File: src/rtl/iq_pkg.sv
package iq_pkg;
   localparam int unsigned IQ_DEF_ENTRIES = 8;
   localparam int unsigned IQ_DEF_WIDTH   = 2;
   localparam int unsigned IQ_DEF_TAG_W   = 6;
   localparam int unsigned IQ_DEF_AGE_W   = 4;
endpackage

File: src/rtl/iq_slot.sv
module iq_slot #(
   parameter int unsigned TAG_W = 6,
   parameter int unsigned WIDTH = 2,
   parameter int unsigned AGE_W = 4
) (
   input  logic                   clk,
   input  logic                   rst_n,
   input  logic                   flush,
   input  logic                   wr_en,
   input  logic [TAG_W-1:0]       wr_src_l,
   input  logic                   wr_rdy_l,
   input  logic [TAG_W-1:0]       wr_src_r,
   input  logic                   wr_rdy_r,
   input  logic [TAG_W-1:0]       wr_dst,
   input  logic                   grant,
   input  logic [WIDTH-1:0]       bus_vld,
   input  logic [WIDTH*TAG_W-1:0] bus_tag,
   output logic                   busy,
   output logic                   req,
   output logic [TAG_W-1:0]       dst,
   output logic [AGE_W-1:0]       age
);
   localparam logic [AGE_W-1:0] AGE_TOP = '1;

   logic [TAG_W-1:0] src_l, src_r;
   logic             rdy_l, rdy_r;
   logic [WIDTH-1:0] hit_l, hit_r, hit_wl, hit_wr;
   logic             live_l, live_r;

   // every source compared against every wakeup bus
   for (genvar k = 0; k < WIDTH; k++) begin : g_cmp
      assign hit_l[k]  = bus_vld[k] && (bus_tag[k*TAG_W +: TAG_W] == src_l);
      assign hit_r[k]  = bus_vld[k] && (bus_tag[k*TAG_W +: TAG_W] == src_r);
      assign hit_wl[k] = bus_vld[k] && (bus_tag[k*TAG_W +: TAG_W] == wr_src_l);
      assign hit_wr[k] = bus_vld[k] && (bus_tag[k*TAG_W +: TAG_W] == wr_src_r);
   end

   assign live_l = rdy_l | (|hit_l);
   assign live_r = rdy_r | (|hit_r);
   assign req    = busy & live_l & live_r;

   always_ff @(posedge clk or negedge rst_n) begin
      if (!rst_n) begin
         busy  <= 1'b0;
         src_l <= '0;
         src_r <= '0;
         rdy_l <= 1'b0;
         rdy_r <= 1'b0;
         dst   <= '0;
         age   <= '0;
      end else if (flush) begin
         busy <= 1'b0;
      end else if (wr_en) begin
         busy  <= 1'b1;
         src_l <= wr_src_l;
         src_r <= wr_src_r;
         rdy_l <= wr_rdy_l | (|hit_wl);
         rdy_r <= wr_rdy_r | (|hit_wr);
         dst   <= wr_dst;
         age   <= '0;
      end else if (grant) begin
         busy <= 1'b0;
      end else if (busy) begin
         rdy_l <= live_l;
         rdy_r <= live_r;
         if (age != AGE_TOP) age <= age + 1'b1;
      end
   end


   slot_free_chk: assert property (@(posedge clk) disable iff (!rst_n)
      grant && !wr_en && !flush |=> !busy);

   slot_ready_hold_chk: assert property (@(posedge clk) disable iff (!rst_n)
      busy && rdy_l && rdy_r && !wr_en && !grant && !flush |=> req);

   slot_disp_wake_chk: assert property (@(posedge clk) disable iff (!rst_n)
      wr_en && !flush && (|hit_wl) && (|hit_wr) |=> req);

   slot_age_zero_chk: assert property (@(posedge clk) disable iff (!rst_n)
      wr_en && !flush |=> age == '0);
endmodule

File: src/rtl/iq_pick.sv
module iq_pick #(
   parameter int unsigned ENTRIES = 8,
   parameter int unsigned WIDTH   = 2,
   parameter int unsigned AGE_W   = 4,
   parameter int unsigned IDX_W   = 3
) (
   input  logic [ENTRIES-1:0]       req,
   input  logic [ENTRIES*AGE_W-1:0] ages,
   output logic [ENTRIES-1:0]       gnt,
   output logic [WIDTH-1:0]         pv,
   output logic [WIDTH*IDX_W-1:0]   pidx
);
   logic [ENTRIES-1:0] taken;
   logic               found;
   logic [AGE_W-1:0]   best;
   logic [IDX_W-1:0]   bidx;

   // WIDTH passes, each takes the oldest untaken requester
   always_comb begin
      taken = '0;
      pv    = '0;
      pidx  = '0;
      found = 1'b0;
      best  = '0;
      bidx  = '0;
      for (int k = 0; k < WIDTH; k++) begin
         found = 1'b0;
         best  = '0;
         bidx  = '0;
         for (int i = 0; i < ENTRIES; i++) begin
            if (req[i] && !taken[i] &&
                (!found || ages[i*AGE_W +: AGE_W] > best)) begin
               found = 1'b1;
               best  = ages[i*AGE_W +: AGE_W];
               bidx  = IDX_W'(i);
            end
         end
         if (found) begin
            taken[bidx]               = 1'b1;
            pv[k]                     = 1'b1;
            pidx[k*IDX_W +: IDX_W]    = bidx;
         end
      end
      gnt = taken;
   end
endmodule

File: src/rtl/iq_alloc.sv
module iq_alloc #(
   parameter int unsigned ENTRIES = 8
) (
   input  logic [ENTRIES-1:0] open,
   output logic               any,
   output logic [ENTRIES-1:0] onehot
);
   // lowest-index free slot
   always_comb begin
      onehot = '0;
      any    = 1'b0;
      for (int i = 0; i < ENTRIES; i++) begin
         if (open[i] && !any) begin
            onehot[i] = 1'b1;
            any       = 1'b1;
         end
      end
   end
endmodule

File: src/rtl/wakeup_select_iq.sv
module wakeup_select_iq
   import iq_pkg::*;
#(
   parameter int unsigned ENTRIES = IQ_DEF_ENTRIES,
   parameter int unsigned WIDTH   = IQ_DEF_WIDTH,
   parameter int unsigned TAG_W   = IQ_DEF_TAG_W,
   parameter int unsigned AGE_W   = IQ_DEF_AGE_W
) (
   input  logic                   clk,
   input  logic                   rst_n,
   input  logic                   flush,
   input  logic                   disp_valid,
   output logic                   disp_ready,
   input  logic [TAG_W-1:0]       disp_src_l,
   input  logic                   disp_src_l_rdy,
   input  logic [TAG_W-1:0]       disp_src_r,
   input  logic                   disp_src_r_rdy,
   input  logic [TAG_W-1:0]       disp_dst,
   output logic [WIDTH-1:0]       iss_valid,
   output logic [WIDTH*TAG_W-1:0] iss_dst
);
   localparam int unsigned IDX_W = (ENTRIES > 1) ? $clog2(ENTRIES) : 1;

   if (WIDTH < 1 || WIDTH > ENTRIES) begin : g_bad_width
      $error("wakeup_select_iq: WIDTH must lie in 1..ENTRIES");
   end
   if (TAG_W < 1 || AGE_W < 1) begin : g_bad_field
      $error("wakeup_select_iq: TAG_W and AGE_W must be positive");
   end

   logic [ENTRIES-1:0]       busy, req, req_eff, gnt, open, pick_slot, wr_en;
   logic [ENTRIES*AGE_W-1:0] ages_pk;
   logic [TAG_W-1:0]         slot_dst [ENTRIES];
   logic [WIDTH-1:0]         pv, bus_vld;
   logic [WIDTH*IDX_W-1:0]   pidx;
   logic [WIDTH*TAG_W-1:0]   bus_tag;
   logic                     any_open;

   for (genvar i = 0; i < ENTRIES; i++) begin : g_slot
      iq_slot #(.TAG_W(TAG_W), .WIDTH(WIDTH), .AGE_W(AGE_W)) slot_i (
         .clk      (clk),
         .rst_n    (rst_n),
         .flush    (flush),
         .wr_en    (wr_en[i]),
         .wr_src_l (disp_src_l),
         .wr_rdy_l (disp_src_l_rdy),
         .wr_src_r (disp_src_r),
         .wr_rdy_r (disp_src_r_rdy),
         .wr_dst   (disp_dst),
         .grant    (gnt[i]),
         .bus_vld  (bus_vld),
         .bus_tag  (bus_tag),
         .busy     (busy[i]),
         .req      (req[i]),
         .dst      (slot_dst[i]),
         .age      (ages_pk[i*AGE_W +: AGE_W])
      );
   end

   // no issue while flushing
   assign req_eff = req & {ENTRIES{~flush}};

   iq_pick #(.ENTRIES(ENTRIES), .WIDTH(WIDTH), .AGE_W(AGE_W), .IDX_W(IDX_W)) pick_i (
      .req  (req_eff),
      .ages (ages_pk),
      .gnt  (gnt),
      .pv   (pv),
      .pidx (pidx)
   );

   assign open = ~busy | gnt;

   iq_alloc #(.ENTRIES(ENTRIES)) alloc_i (
      .open   (open),
      .any    (any_open),
      .onehot (pick_slot)
   );

   assign disp_ready = any_open & ~flush;
   assign wr_en      = pick_slot & {ENTRIES{disp_valid & disp_ready}};
   assign iss_valid  = pv;

   always_comb begin
      iss_dst = '0;
      for (int k = 0; k < WIDTH; k++) begin
         for (int i = 0; i < ENTRIES; i++) begin
            if (pidx[k*IDX_W +: IDX_W] == IDX_W'(i))
               iss_dst[k*TAG_W +: TAG_W] = slot_dst[i];
         end
      end
   end

   // issued tags become next cycle's wakeup buses
   always_ff @(posedge clk or negedge rst_n) begin
      if (!rst_n) begin
         bus_vld <= '0;
         bus_tag <= '0;
      end else begin
         bus_vld <= flush ? '0 : pv;
         bus_tag <= iss_dst;
      end
   end


   iq_grant_req_chk: assert property (@(posedge clk) disable iff (!rst_n)
      (gnt & ~req) == '0);

   iq_width_chk: assert property (@(posedge clk) disable iff (!rst_n)
      $countones(gnt) <= WIDTH);

   iq_flush_chk: assert property (@(posedge clk) disable iff (!rst_n)
      flush |=> iss_valid == '0);

   iq_full_chk: assert property (@(posedge clk) disable iff (!rst_n)
      (&busy) && (gnt == '0) |-> !disp_ready);

   for (genvar k = 1; k < WIDTH; k++) begin : g_pack

      iq_port_pack_chk: assert property (@(posedge clk) disable iff (!rst_n)
         iss_valid[k] |-> iss_valid[k-1]);
   end
endmodule

File: config.mk
export PLATFORM = sky130hd
export DESIGN_NAME = wakeup_select_iq
export DESIGN_NICKNAME = d
export VERILOG_FILES = /design/src/rtl/iq_pkg.sv /design/src/rtl/iq_slot.sv /design/src/rtl/iq_pick.sv /design/src/rtl/iq_alloc.sv /design/src/rtl/wakeup_select_iq.sv
export SDC_FILE = /design/constraint.sdc
export NUM_CORES = 1
export LEC_CHECK = 0
export ABC_CLOCK_PERIOD_IN_PS = 30100
export BUFFER_PORTS_ARGS = -buffer_cell sky130_fd_sc_hd__buf_2
export CORE_MARGIN = 10
export CORE_UTILIZATION = 55
export DETAILED_ROUTE_END_ITERATION = 10
export PLACE_DENSITY = 0.72
export SLEW_MARGIN = 0
export SYNTH_ARGS = -nofsm -noshare
export SYNTH_HDL_FRONTEND = slang
export SYNTH_SLANG_ARGS = --single-unit
File: constraint.sdc
create_clock -name clk -period 30.1 [get_ports clk]
set_input_delay 1.505 -clock clk [delete_from_list [all_inputs] [get_ports clk]]
set_output_delay 1.505 -clock clk [all_outputs]
set_load 0.02 [all_outputs]
After elaboration in Yosys (flattened, before gate mapping)
Index checks and enable logic that the tools add are counted.

Output and inout bits: 15. Register bits: 214.

Equality and inequality tests: 66. Bitwise operators: 42. Mux-type cells: 190. Add/subtract/negate cells: 8. Order comparisons: 18. Reductions and logical operators: 178.

Operator list (number): equality test 6 bit (36); two-way mux 4 bit (46); two-way mux 1 bit (109); two-way mux 6 bit (16); logical AND 1 bit (67); greater-than comparator 4 bit (14); two-way mux 3 bit (12); OR reduction 2 bit (18); adder 4 x 1 -> 4 bit, second input constant (8); != test 4 bit, second input constant (8); AND reduction 4 bit (8); nonzero test 2 bit (16); logical NOT 1 bit (29); equality test 3 bit, second input constant (8); AND reduction 3 bit (8); nonzero test 3 bit (8); bitwise AND 1 bit (18); bitwise OR 1 bit (18); bitwise AND 8 bit (2); two-way mux 8 bit (2); != test 2 x 1 -> 1 bit, second input constant (8); bitwise OR 8 bit (2); AND reduction 2 bit (8); logical OR 1 bit (14); other kinds (9) (19).

Longest topological paths before layout
Gate-level depths: netlist of run 1.

Word-level depth: 106. Depth in mapped cells: 151.

Modules after synthesis
Synthesis of run 1 repeated with hierarchy kept, for this count alone.

Cells, all modules: 1663. Area total of the unflattened synthesis: 17668.2 um^2.

Modules (own cells, without submodules): iq_slot (seq. area each 625.6 um^2, cells each 142, area an instance 1667.8 um^2, times used 8); iq_pick (seq. area each 0.0 um^2, cells each 359, area an instance 2835.2 um^2, times used 1); wakeup_select_iq (seq. area each 350.3 um^2, cells each 156, area an instance 1393.8 um^2, times used 1); iq_alloc (seq. area each 0.0 um^2, cells each 12, area an instance 96.3 um^2, times used 1).

Worst setup path before layout of run 1
No wires, ideal clock.

Path kind: input port to output port. Start: input flush. End: output iss_dst[7]. Stages: 139. Required time: 28.595 ns. Slack: 3.421 ns. Buffers on the path: 8. Data arrival time: 25.174 ns. Path through: inv_1 nand2_1 nor2_1 clkbuf_1 nand2_1 ha_1 nor2b_1 o21ai_0 a21oi_1 o21ai_1 mux2_2 ha_1 nor2b_1 o21a_1 o21a_1 o21ai_0 a21oi_1 mux2_2 (+103 left out) a41oi_2 nand2b_2 mux2_2 ha_1 nor2b_1 o21ai_0 nand2b_1 a21oi_1 a41o_1 or3_1 o31a_1 o31a_1 o21ai_4 a2111oi_1 buf_6 a221o_1 a21oi_1 o31ai_1.

Cells in the longest elaborated chain, start to end: 77. Elaborated cells on any way between the ends: 141. Those cells by class: order compare: 16; eq/ne: 7; mux: 56; bitwise: 2; reduce/logical: 60.

RTL lines: start: declaration (RTL line wakeup_select_iq.sv:11) `input logic flush,`; inverter 1 bit (no line) *; bitwise AND 8 bit * (RTL line wakeup_select_iq.sv:61) `assign req_eff = req & {ENTRIES{~flush}};`; two-way mux 4 bit / two-way mux 1 bit (equally long branches) (RTL line iq_pick.sv:31) `if (req[i] && !taken[i] &&`; greater-than comparator 4 bit / logical NOT 1 bit (equally long branches) (RTL line iq_pick.sv:32) `(!found || ages[i*AGE_W +: AGE_W] > best)) begin`; logical OR 1 bit (RTL line iq_pick.sv:32); logical AND 1 bit (RTL line iq_pick.sv:31); two-way mux 4 bit / two-way mux 1 bit (equally long branches) (RTL line iq_pick.sv:31); greater-than comparator 4 bit / logical NOT 1 bit (equally long branches) (RTL line iq_pick.sv:32); (+55 left out); greater-than comparator 4 bit / logical NOT 1 bit (equally long branches) (RTL line iq_pick.sv:32); logical OR 1 bit (RTL line iq_pick.sv:32); logical AND 1 bit (RTL line iq_pick.sv:31); two-way mux 3 bit / two-way mux 1 bit (equally long branches) (RTL line iq_pick.sv:31); two-way mux 3 bit * (RTL line iq_pick.sv:38) `if (found) begin`; logical NOT 3 bit (RTL line wakeup_select_iq.sv:87) `if (pidx[k*IDX_W +: IDX_W] == IDX_W'(i))`; two-way mux 6 bit (7 in series) (RTL line wakeup_select_iq.sv:87); two-way mux 6 bit * (RTL line wakeup_select_iq.sv:87); end: declaration (RTL line wakeup_select_iq.sv:20) `output logic [WIDTH*TAG_W-1:0] iss_dst`.

Mark *: on every way between the ends. The rest lies on a longest branch, timed or not.

Worst setup path in the final report of run 1
Start: register bus_tag[1]. End: output iss_dst[7].

Cells in the longest elaborated chain, start to end: 82. Elaborated cells on any way between the ends: 220. Those cells by class: order compare: 16; eq/ne: 23; mux: 56; bitwise: 33; reduce/logical: 92.

RTL lines: start: declaration (RTL line wakeup_select_iq.sv:36) `logic [WIDTH*TAG_W-1:0] bus_tag;`; start signal: assignment (RTL line wakeup_select_iq.sv:100) `bus_tag <= iss_dst;`; equality test 6 bit (RTL line iq_slot.sv:32) `assign hit_l[k] = bus_vld[k] && (bus_tag[k*TAG_W +: TAG_W] == src_l);`; logical AND 1 bit (RTL line iq_slot.sv:32); OR reduction 2 bit (RTL line iq_slot.sv:38) `assign live_l = rdy_l | (|hit_l);`; bitwise OR 1 bit (RTL line iq_slot.sv:38); bitwise AND 1 bit (2 in series) (RTL line iq_slot.sv:40) `assign req = busy & live_l & live_r;`; bitwise AND 8 bit * (RTL line wakeup_select_iq.sv:61); two-way mux 4 bit / two-way mux 1 bit (equally long branches) (RTL line iq_pick.sv:31); greater-than comparator 4 bit / logical NOT 1 bit (equally long branches) (RTL line iq_pick.sv:32); (+59 left out); greater-than comparator 4 bit / logical NOT 1 bit (equally long branches) (RTL line iq_pick.sv:32); logical OR 1 bit (RTL line iq_pick.sv:32); logical AND 1 bit (RTL line iq_pick.sv:31); two-way mux 3 bit / two-way mux 1 bit (equally long branches) (RTL line iq_pick.sv:31); two-way mux 3 bit * (RTL line iq_pick.sv:38); logical NOT 3 bit (RTL line wakeup_select_iq.sv:87); two-way mux 6 bit (7 in series) (RTL line wakeup_select_iq.sv:87); two-way mux 6 bit * (RTL line wakeup_select_iq.sv:87).

Marked as above.

==> impl_results.md, run 1 <==
* Outcome: finished, final reports clean
* Quantity of hold-fixing buffers added after cts at 0
* Area contributors post-synth: dfrtp_1 36%, mux2_2 12%, xor2_1 6.8%
* Part of the total power dissipated in combinational logic at 0.244
* Routed wire length on met3 at 3700 um
* Library cell appearing most often on the critical path: ha_1
* Most used DFF post-synth: dfrtp_1
* Hold Crit Depth at 1
* Vias after detailed routing at 12100
* Static leakage power at 7.35 nW
* Startpoint of the most critical setup path: bus_tag[1]
* DRT iter0 DRCs at 1139
* Reg2Reg Launch Point: bus_tag[1]
* First-pass GRT wire length at just under 70000 um
* Setup Skew at between 0.015 and 0.02 ns
* Kind of start point of the critical path: flip-flop
* Total area of sequential cells at 0.00536 sq mm
* Hold violation count in the final report at 0
* Number of synthesized flops with an enable pin at 0
* Crit-path max cell delay at 0.49 ns
* Summed instance area of the synthesized netlist at ~0.015 sq mm
* Share of layout cells above drive strength 1 at 0.239
* Highest metal layer with signal wires: met4
* Tightest Pin Transition at 1.34 ns
* TritonCTS clock tree: done
* Crit Reg-Reg Endpoint: g_slot[6].slot_i.rdy_r
* Hold path start: g_slot[1].slot_i.rdy_r
* Setup CP Type: reg -> out
* Clk root buf: clkbuf_16
* Die height at 185 um
* Average detailed-routed wire length per instance at about 24 um
* Area of the core at 0.0269 sq mm
* Overall Power at 0.871 mW
* Internal power contribution at 0.581 mW
* Wire length on met1 at 18500 um
* Final wirelength at 44800 um
* Via count of the first global-routing pass at 12200
* Remaining antenna violation count at 0
* GR Util All Layers at 0.261
* H-tree depth at 1
* Worst EP required at 28.60 ns
* Clk pin slew, worst setup/hold paths at 0.06 ns
* CTS Buf Count at 25
* Avg Cell Area, Syn at 10.4 sq um
* Sum of met2 wire segment lengths after detailed routing at between 20000 and 25000 um
* Syn nets at about 1500
* Cells after synthesis at 1443
* Fin Hold WS at 0.493 ns
* Count of pins on the block boundary at 39
* Total Negative Setup Slacks at 0 ns
* Total area of multi-input combinational cells at 0.00898 sq mm
* Remaining design rule violation count at 0
* Via density at 6.54
* Remaining Overflow, GRT at 0
* Effective utilization at floorplan at 0.557
* Final setup violation count at 0
* Hold Crit Endpoint: g_slot[1].slot_i.rdy_r
* Number of warnings printed during yosys synthesis at 0
* # port buffers at 38
* Final period utilization at 0.945
* Count of final max-slew check failures at 0
* Switching power share of the total at 0.333
* Post-synth ARST share at 1.00
* Sequential area share after synthesis at 0.358
* Fillers at 2256
* Count of nets after finishing at 1574
* DIE WIDTH at around 180 um
* Maximum number of pins on one net before global-route repair at 91
* Class of the tightest hold or removal check: reg -> reg
* Worst Path Arrival at 26.95 ns
* Initial DRT Pass Iterations at 6
* Setup slack of the worst register-to-register path at roughly 2.4 ns
* Site Rows at 60
* #FFs+latches synth at 214
* Clock latency of the later-clocked register in the worst-skew pair at 0.54 ns
* Fmax at roughly 0.035 GHz
* Antenna diode count at 0
* Final RePlAce weighted congestion at 0.950
* Leading area contributor after synthesis: dfrtp_1
* Worst-case headroom to the max-slew limit at 0.100
* Antenna violations before repair at 0
* Cell with the biggest individual delay on the critical path: or4_1
* Max-Cap Viols at 0
* Total die area at 0.0342 sq mm
* HPWL after DPL at 32200 um
* Sinks on the clock net at between 200 and 250
* Worst IR drop on VDD at approximately 0.055 mV
* Unique masters post-synth at 98
* Setup WS post-layout at 1.65 ns
* Minimum clock period after layout at about 28 ns
* Maximum net fanout on the critical path at 11
* Flop pwr share at 0.418
* Post-Place Worst Slack at 0.240 ns
* Synthesis-to-finish area growth at 9.26%
* Area share of the largest cell type after synthesis at 0.358
* Switching power total at around 0.29 mW
* Crit. End Element: output port
* Number of cell instances on the worst register-to-register path at 138
* Maximum buffer depth of the clock tree at 3
* Power density over the cells at 53.3 mW/mm^2
* Clock power share at 0.338
==> state kept, by name (all words and copies together) (netlist names) <==
name / count
g_slot.slot_i.rdy_r: 8
bus_vld: 2
g_slot.slot_i.dst: 48
g_slot.slot_i.src_l: 48
g_slot.slot_i.age: 32
g_slot.slot_i.busy: 8
g_slot.slot_i.rdy_l: 8
bus_tag: 12
g_slot.slot_i.src_r: 48
==> placed cells by master (no fill, tap or decap), types with 15 or more instances in the layout <==
cell       synthesis  layout
a21oi_1           44      43
xnor2_1          102     102
nor3_1            30      30
buf_2             12      37
nand3_1           39      39
nand2b_1          17      16
o21a_1            17      17
nand2_1           51      51
clkbuf_16          0      25
nor2b_1           18      18
buf_4              9      51
o21ai_0           51      48
mux2i_1           18      18
mux2_2           158     158
xor2_1           116     116
nor2_1            76      72
inv_1             56      56
mux2_4            15      15
nand4_1           40      40
ha_1              64      64
dfrtp_1          214     207
nor4_1            19      17
==> worst max path at each step <==
stage	cells past startpoint	end	slack, ns
after global placement	136	iss_dst[10]	1.12
after global routing	140	iss_dst[7]	-0.07
after CTS	138	iss_dst[7]	0.08
after floorplan	139	iss_dst[7]	3.42
after detailed placement	136	iss_dst[10]	0.24
final	139	iss_dst[7]	1.65
==> what timing repair did <==
action	in CTS	in global routing
setup endpoints to repair	4	212
pin swaps	0	5
gates resized for setup	3	24
setup buffers	0	13
hold endpoints to repair	0	0
==> layout make-up <==
cell class,instances,area share
flip-flops and latches,214,0.328
inverters,56,0.0129
clock inverters,7,0.00390
multi-input cells,1100,0.549
repair buffers,89,0.0357
clock buffers,37,0.0441
well taps,341,0.0261
==> power groups by stage <==
stage | sequential [mW] | clock (mW) | combinational (mW)
finish | 0.364 | 0.295 | 0.212
global route | 0.368 | 0.310 | 0.233
CTS | 0.363 | 0.298 | 0.209
detailed placement | 0.367 | 0 | 0.207
global placement | 0.366 | 0 | 0.201
floorplan | 0.345 | 0 | 0.173
==> critical path: cells and delay by family (launching register included) <==
family,cells,cell delay (ns)
AO/OA/AOI/OAI,64,11.18
adder cells (fa/ha/maj),14,3.62
AND/OR/NAND/NOR,40,5.79
XOR/XNOR,1,0.11
flip-flops,1,0.45
buffers and inverters,10,1.85
multiplexers,10,3.39
==> kinds of logic (layout without fill, tap and decap cells) <==
group | count (synthesis) | after routing | synth area share
simple gates | 360 | 360 | 0.135
compound gates | 265 | 265 | 0.129
xor+xnor | 218 | 218 | 0.128
flops | 214 | 214 | 0.358
mux | 193 | 193 | 0.147
buf+inv | 129 | 189 | 0.0499
fa+ha+maj | 64 | 64 | 0.0535
==> through the flow <==
step	instance area, sq um	std cells	utilization
CTS	16200	1831	0.601
detailed placement	15400	1787	0.571
global placement	15400	1787	0.571
global route	16300	1844	0.608
floorplan	15000	1443	-
finish	16300	1844	0.608
==> Yosys cell counts (all sizes together) (4+ instances only) <==
cell type and n:
a21o 6, a21oi 44, a221o 11, a221oi 12, a22o 4, a22oi 10, a31oi 8, a41o 10
a41oi 11, and2 7, and3 10, buf 52, clkbuf 21, dfrtp 214, ha 64, inv 56
mux2 175, mux2i 18, nand2 51, nand2b 18, nand3 40, nand3b 4, nand4 41, nor2 76
nor2b 18, nor3 33, nor4 26, o211ai 4, o21a 17, o21ai 63, o22ai 12, o31a 5
o31ai 9, o32ai 4, o41ai 6, or2 7, or3 6, or4 8, xnor2 102, xor2 116
==> layer usage <==
layer | global-route usage | vias to the layer above
met5 | 0 | -
met2 | 0.420 | 547
met3 | 0.0576 | 132
li1 | - | 5371
met1 | 0.331 | 6013
met4 | 0.113 | 0
Power figures use the tool's default switching activity.
==> run 2, diff against run 1 <==
--- a/config.mk
+++ b/config.mk
@@ -7,10 +7,13 @@
 export LEC_CHECK = 0
 export ABC_CLOCK_PERIOD_IN_PS = 30100
 export BUFFER_PORTS_ARGS = -buffer_cell sky130_fd_sc_hd__buf_2
+export CELL_PAD_IN_SITES_DETAIL_PLACEMENT = 1
+export CELL_PAD_IN_SITES_GLOBAL_PLACEMENT = 1
 export CORE_MARGIN = 10
-export CORE_UTILIZATION = 55
+export CORE_UTILIZATION = 51
 export DETAILED_ROUTE_END_ITERATION = 10
-export PLACE_DENSITY = 0.72
+export PLACE_DENSITY = 0.81
+export REMOVE_ABC_BUFFERS = 1
 export SLEW_MARGIN = 0
 export SYNTH_ARGS = -nofsm -noshare
 export SYNTH_HDL_FRONTEND = slang
==> run 2 against run 1 <==
Effect of this change: wire length is 18% higher; non-clock buffer count rose by 6; first-iteration DRC count shrank 2.6%; clock-buffer cell count shrank 8; die area up 7.0%; register-to-register slack worse by 0.41 ns; global-route usage increased by 2.3 points; final area grew 1.6%.
==> impl_results.md, run 2 (synthesized netlist as in run 1, its figures left out) <==
* Sinks on the clock net at 214 (unchanged)
* Final wirelength at 52900 um (was 44800 um)
* Library cell appearing most often on the critical path: ha_1 (unchanged)
* Hold path start: g_slot[6].slot_i.rdy_l (was g_slot[1].slot_i.rdy_r)
* Count of pins on the block boundary at 39 (unchanged)
* Setup CP Type: reg -> out (unchanged)
* DIE WIDTH at 191 um (was 185 um)
* Maximum number of pins on one net before global-route repair at 97 (was 91)
* Synthesis-to-finish area growth at 11.0% (was 9.26%)
* Overall Power at 0.924 mW (was 0.871 mW)
* Worst IR drop on VDD at 0.0497 mV (was 0.0552 mV)
* Hold Crit Depth at 2 (was 1)
* HPWL after DPL at 37300 um (was 32200 um)
* Kind of start point of the critical path: flip-flop (unchanged)
* Final period utilization at 0.948 (was 0.945)
* TritonCTS clock tree: done (unchanged)
* Number of cell instances on the worst register-to-register path at 138 (unchanged)
* Total Negative Setup Slacks at 0 ns (unchanged)
* Fmax at 0.0350 GHz (was 0.0351 GHz)
* Maximum net fanout on the critical path at 14 (was 11)
* Fillers at 3147 (was 2256)
* H-tree depth at 1 (unchanged)
* Worst-case headroom to the max-slew limit at 0.0899 (was 0.100)
* Static leakage power at 7.44 nW (was 7.35 nW)
* CTS Buf Count at 25 (unchanged)
* Most used cells in the layout excluding fill and tap cells: 210 x dfrtp_1, 158 x mux2_2, 116 x xor2_1 (was 207 x dfrtp_1, 158 x mux2_2, 116 x xor2_1)
* Hold violation count in the final report at 0 (unchanged)
* Share of layout cells above drive strength 1 at 0.251 (was 0.239)
* Clk root buf: clkbuf_16 (unchanged)
* Remaining antenna violation count at 0 (unchanged)
* Setup Skew at 0.0191 ns (was 0.0176 ns)
* Crit Reg-Reg Endpoint: g_slot[5].slot_i.src_l[5] (was g_slot[6].slot_i.rdy_r)
* Initial DRT Pass Iterations at 5 (was 6)
* DRT iter0 DRCs at 1109 (was 1139)
* Antenna violations before repair at 0 (unchanged)
* Outcome: finished, final reports clean (unchanged)
* Clock latency of the later-clocked register in the worst-skew pair at 0.56 ns (was 0.54 ns)
* Max-Cap Viols at 0 (unchanged)
* Cell with the biggest individual delay on the critical path: a2111oi_4 (was or4_1)
* GR Util All Layers at 0.284 (was 0.261)
* Quantity of hold-fixing buffers added after cts at 0 (unchanged)
* Final RePlAce weighted congestion at 0.989 (was 0.950)
* Setup slack of the worst register-to-register path at 1.98 ns (was 2.39 ns)
* Area of the core at 0.0289 sq mm (was 0.0269 sq mm)
* First-pass GRT wire length at 80600 um (was 69600 um)
* Worst EP required at 28.60 ns (about the same)
* Via density at 6.59 (was 6.54)
* # port buffers at 38 (unchanged)
* Registers with the most flip-flops: g_slot.slot_i.dst: 48 flops, g_slot.slot_i.src_l: 48 flops, g_slot.slot_i.src_r: 48 flops (unchanged)
* Crit. End Element: output port (unchanged)
* Total die area at 0.0366 sq mm (was 0.0342 sq mm)
* Fin Hold WS at 0.493 ns (about the same)
* Hold Crit Endpoint: g_slot[6].slot_i.rdy_l (was g_slot[1].slot_i.rdy_r)
* Power density over the cells at 55.6 mW/mm^2 (was 53.3 mW/mm^2)
* Count of nets after finishing at 1580 (was 1574)
* Maximum buffer depth of the clock tree at 3 (unchanged)
* Effective utilization at floorplan at 0.519 (was 0.557)
* Tightest Pin Transition at 1.36 ns (was 1.34 ns)
* Via count of the first global-routing pass at 13500 (was 12200)
* Die height at 191 um (was 185 um)
* Most common cell after layout, fill and taps aside: dfrtp_1 (unchanged)
* Crit-path max cell delay at 0.55 ns (was 0.49 ns)
* Site Rows at 62 (was 60)
* Count of final max-slew check failures at 0 (unchanged)
* Vias after detailed routing at 12500 (was 12100)
* Class of the tightest hold or removal check: reg -> reg (unchanged)
* Remaining design rule violation count at 0 (unchanged)
* Worst Path Arrival at 27.03 ns (was 26.95 ns)
* Reg2Reg Launch Point: bus_tag[11] (was bus_tag[1])
* Clk pin slew, worst setup/hold paths at 0.06 ns (about the same)
* Average detailed-routed wire length per instance at 27.9 um (was 24.3 um)
* Final setup violation count at 0 (unchanged)
* Minimum clock period after layout at 28.53 ns (was 28.45 ns)
* Remaining Overflow, GRT at 0 (unchanged)
## run 2: how the worst max path moves through the flow
stage,cells after the start,endpoint,slack (ns),startpoint
6_report,137,iss_dst[7],1.57,bus_tag[11]
5_1_grt,137,iss_dst[10],-0.25,bus_tag[11]
4_1_cts,137,iss_dst[7],0.1,bus_tag[10]
3_5_place_dp,134,iss_dst[7],-0.48,flush
3_3_place_gp,134,iss_dst[7],0.99,flush
2_1_floorplan,133,iss_dst[7],2.44,flush
## run 2: per-stage QoR
step / util / instances / worst slack [ns] / area, sq um
after global placement: 0.536 / 1835 / 0.991 / 15500
after global routing: 0.575 / 1894 / -0.255 / 16600
after floorplan: - / 1370 / 2.44 / 14400
after CTS: 0.567 / 1880 / 0.0997 / 16400
after detailed placement: 0.536 / 1835 / -0.477 / 15500
final: 0.575 / 1895 / 1.57 / 16600
## run 2: cell type report
| type | instances | area, sq um | area share |
|---|---|---|---|
| Timing Repair Buffer | 95 | 636 | 0.0383 |
| Clock buffer | 29 | 671 | 0.0404 |
| Clock inverter | 16 | 204 | 0.0123 |
| Tap cell | 384 | 480 | 0.0289 |
| Antenna cell | 1 | 2.50 | 0.000151 |
| Multi-Input combinational cell | 1100 | 9040 | 0.544 |
| Sequential cell | 214 | 5360 | 0.323 |
| Inverter | 56 | 210 | 0.0127 |
## run 2: power by group
| group | total (mW) | switching [mW] | internal, mW |
|---|---|---|---|
| clock | 0.331 | 0.136 | 0.195 |
| combinational | 0.232 | 0.133 | 0.0987 |
| sequential | 0.361 | 0.0437 | 0.318 |
## run 2: routing by layer
metal | track usage | routed length, um | vias to the layer above | part of all wire
met5 | 0.00412 | 0 | - | 0
met4 | 0.134 | 2620 | 0 | 0.050
met3 | 0.0609 | 4130 | 175 | 0.078
met2 | 0.458 | 24800 | 592 | 0.47
met1 | 0.357 | 21400 | 6354 | 0.40
li1 | - | - | 5365 | -
## run 2: what timing repair did
action,in CTS,in global routing
resized for setup,10,28
pin swaps,0,9
buffers inserted,0,14
setup endpoints to repair,29,212
## run 2: worst max-delay path, delay by kind of cell (launching register included)
family | cells | cell delay (ns)
compound gates | 64 | 11.22
xor+xnor | 1 | 0.24
fa+ha+maj | 14 | 3.79
buf+inv | 7 | 1.01
flops | 1 | 0.39
mux | 9 | 3.10
simple gates | 42 | 6.69
==> run 3, diff against run 2 <==
--- a/config.mk
+++ b/config.mk
@@ -7,13 +7,14 @@
 export LEC_CHECK = 0
 export ABC_CLOCK_PERIOD_IN_PS = 30100
 export BUFFER_PORTS_ARGS = -buffer_cell sky130_fd_sc_hd__buf_2
-export CELL_PAD_IN_SITES_DETAIL_PLACEMENT = 1
+export CELL_PAD_IN_SITES_DETAIL_PLACEMENT = 0
 export CELL_PAD_IN_SITES_GLOBAL_PLACEMENT = 1
 export CORE_MARGIN = 10
 export CORE_UTILIZATION = 51
 export DETAILED_ROUTE_END_ITERATION = 10
 export PLACE_DENSITY = 0.81
 export REMOVE_ABC_BUFFERS = 1
+export SKIP_CTS_REPAIR_TIMING = 1
 export SLEW_MARGIN = 0
 export SYNTH_ARGS = -nofsm -noshare
 export SYNTH_HDL_FRONTEND = slang
==> run 3 against run 2 <==
Effect of this change: clock-buffer cell count increased by 6; critical path depth decreased by 8; fmax increased by 0.75%; first-iteration DRC count decreased by 3.8%; combinational power decreased by 6%; die area unchanged; power increased by 0.70%.
==> impl_results.md, run 3 (synthesized netlist as in run 1, its figures left out) <==
* Most used cells in the layout excluding fill and tap cells: 211 x dfrtp_1, 158 x mux2_2, 116 x xor2_1 (was 210 x dfrtp_1, 158 x mux2_2, 116 x xor2_1)
* Reg2Reg Launch Point: bus_tag[3] (was bus_tag[11])
* Most common cell after layout, fill and taps aside: dfrtp_1 (unchanged)
* Part of the total power dissipated in combinational logic at 0.233 (was 0.251)
* Final period utilization at 0.941 (was 0.948)
* Area of the core at 0.0289 sq mm (unchanged)
* Sinks on the clock net at 214 (unchanged)
* Final setup violation count at 0 (unchanged)
* Worst Path Arrival at 26.82 ns (was 27.03 ns)
* Switching power total at 0.294 mW (was 0.313 mW)
* Clk pin slew, worst setup/hold paths at 0.06 ns (about the same)
* H-tree depth at 1 (unchanged)
* Via count of the first global-routing pass at 12000 (was 13500)
* Worst-case headroom to the max-slew limit at 0.121 (was 0.0899)
* Cell with the biggest individual delay on the critical path: nor4_1 (was a2111oi_4)
* WP buf/inv at 7 (unchanged)
* Library cell appearing most often on the critical path: ha_1 (unchanged)
* Tightest Pin Transition at 1.31 ns (was 1.36 ns)
* Max-Cap Viols at 0 (unchanged)
* Top cell family by delay on the critical path: compound AO/OA/AOI/OAI gates (unchanged)
* Internal power contribution at 0.636 mW (was 0.611 mW)
* Clock latency of the later-clocked register in the worst-skew pair at 0.56 ns (about the same)
* Setup Skew at 0.00970 ns (was 0.0191 ns)
* Vias after detailed routing at 11900 (was 12500)
* Power density over the cells at 56.0 mW/mm^2 (was 55.6 mW/mm^2)
* Overall Power at 0.930 mW (was 0.924 mW)
* TritonCTS clock tree: done (unchanged)
* HPWL after DPL at 33300 um (was 37300 um)
* Hold path start: g_slot[1].slot_i.rdy_r (was g_slot[6].slot_i.rdy_l)
* Share of layout cells above drive strength 1 at 0.241 (was 0.251)
* Crit. End Element: output port (unchanged)
* Maximum buffer depth of the clock tree at 3 (unchanged)
* Crit-path max cell delay at 0.76 ns (was 0.55 ns)
* Area after DPL at 0.0155 sq mm (unchanged)
* CTS Buf Count at 26 (was 25)
* Startpoint of the most critical setup path: bus_tag[3] (was bus_tag[11])
* Worst EP required at 28.60 ns (about the same)
* Final wirelength at 46300 um (was 52900 um)
* Antenna diode count at 0 (was 1)
* Initial DRT Pass Iterations at 5 (unchanged)
* GR Util All Layers at 0.250 (was 0.284)
* Maximum number of pins on one net before global-route repair at 97 (unchanged)
* Registers with the most flip-flops: g_slot.slot_i.dst: 48 flops, g_slot.slot_i.src_l: 48 flops, g_slot.slot_i.src_r: 48 flops (unchanged)
* Die height at 191 um (unchanged)
* Static leakage power at 7.46 nW (was 7.44 nW)
* Count of nets after finishing at 1578 (was 1580)
* Kind of start point of the critical path: flip-flop (unchanged)
* Maximum net fanout on the critical path at 14 (unchanged)
* Worst IR drop on VDD at 0.0544 mV (was 0.0497 mV)
* Count of final max-slew check failures at 0 (unchanged)
* Fmax at 0.0353 GHz (was 0.0350 GHz)
* Clock power share at 0.381 (was 0.358)
* Flop pwr share at 0.385 (was 0.391)
* Average detailed-routed wire length per instance at 24.4 um (was 27.9 um)
* Clk root buf: clkbuf_16 (unchanged)
* Minimum clock period after layout at 28.32 ns (was 28.53 ns)
* Final RePlAce weighted congestion at 0.989 (unchanged)
* Effective utilization at floorplan at 0.519 (unchanged)
* Via density at 6.29 (was 6.59)
* Setup repair after global routing missed its margin: no
* Final Cell Area at 0.0166 sq mm (about the same)
* Switching power share of the total at 0.316 (was 0.339)
* # port buffers at 38 (unchanged)
* Site Rows at 62 (unchanged)
* Remaining antenna violation count at 0 (unchanged)
* Share of the core filled with cells at 0.576 (was 0.575)
* Remaining Overflow, GRT at 0 (unchanged)
* Fin Hold WS at 0.508 ns (was 0.493 ns)
* Remaining design rule violation count at 0 (unchanged)
* DRT iter0 DRCs at 1067 (was 1109)
* Placed cells at 1835 (unchanged)
* First-pass GRT wire length at 71600 um (was 80600 um)
* Hold violation count in the final report at 0 (unchanged)
* Count of non-filler cells in the finished layout at 1893 (was 1895)
* DIE WIDTH at 191 um (unchanged)
* Total die area at 0.0366 sq mm (unchanged)
* Class of the tightest hold or removal check: reg -> reg (unchanged)
* Setup CP Type: reg -> out (unchanged)
* Antenna violations before repair at 0 (unchanged)
* Synthesis-to-finish area growth at 11.0% (about the same)
* Count of pins on the block boundary at 39 (unchanged)
* Outcome: finished, final reports clean (unchanged)
==> run 3: cell types whose count changed in the layout (fill, tap and decap cells not counted), sizes merged <==
cell	delta
clkbuf	+6
clkinv	-4
clkinvlp	-2
diode	-1
buf	-3
bufinv	+2
==> run 3: worst paths after layout <==
path / to / slack (ns) / cells after the start
worst max-delay path: iss_dst[7] / 1.78 / 129
worst min-delay path: g_slot[1].slot_i.rdy_r / 0.51 / 1
worst max register to register: g_slot[5].slot_i.src_l[5] / 2.19 / 130
worst min register to register: g_slot[1].slot_i.rdy_r / 0.51 / 1
max in group asynchronous: g_slot[2].slot_i.age[0] / 27.61 / 2
min in group asynchronous: g_slot[3].slot_i.src_r[3] / 0.97 / 1
==> run 3: per-stage QoR <==
stage               setup TNS (ns)  setup slack, ns
floorplan                        0             2.44
global placement                 0            0.991
detailed placement          -0.356           -0.179
CTS                          -2.90           -0.619
global route                     0           0.0323
finish                           0             1.78
==> run 3: final cells by class <==
| class | instances | area, sq um |
|---|---|---|
| Clock inverter | 12 | 246 |
| Multi-Input combinational cell | 1100 | 8980 |
| Clock buffer | 35 | 724 |
| Inverter | 56 | 210 |
| Sequential cell | 214 | 5360 |
| Timing Repair Buffer | 92 | 606 |
| Tap cell | 384 | 480 |
| Fill cell | 2491 | 12200 |
==> run 3: routing by layer <==
layer,global-route usage,part of all wire
met1,0.347,0.44
met3,0.0301,0.067
met2,0.401,0.46
met4,0.0769,0.033
met5,0,0
==> run 3: power by group through the flow <==
stage	Sequential, mW	Combinational (mW)	Clock [mW]
finish	0.359	0.217	0.354
floorplan	0.367	0.132	0
global route	0.363	0.238	0.368
CTS	0.358	0.214	0.357
detailed placement	0.363	0.212	0
global placement	0.362	0.207	0
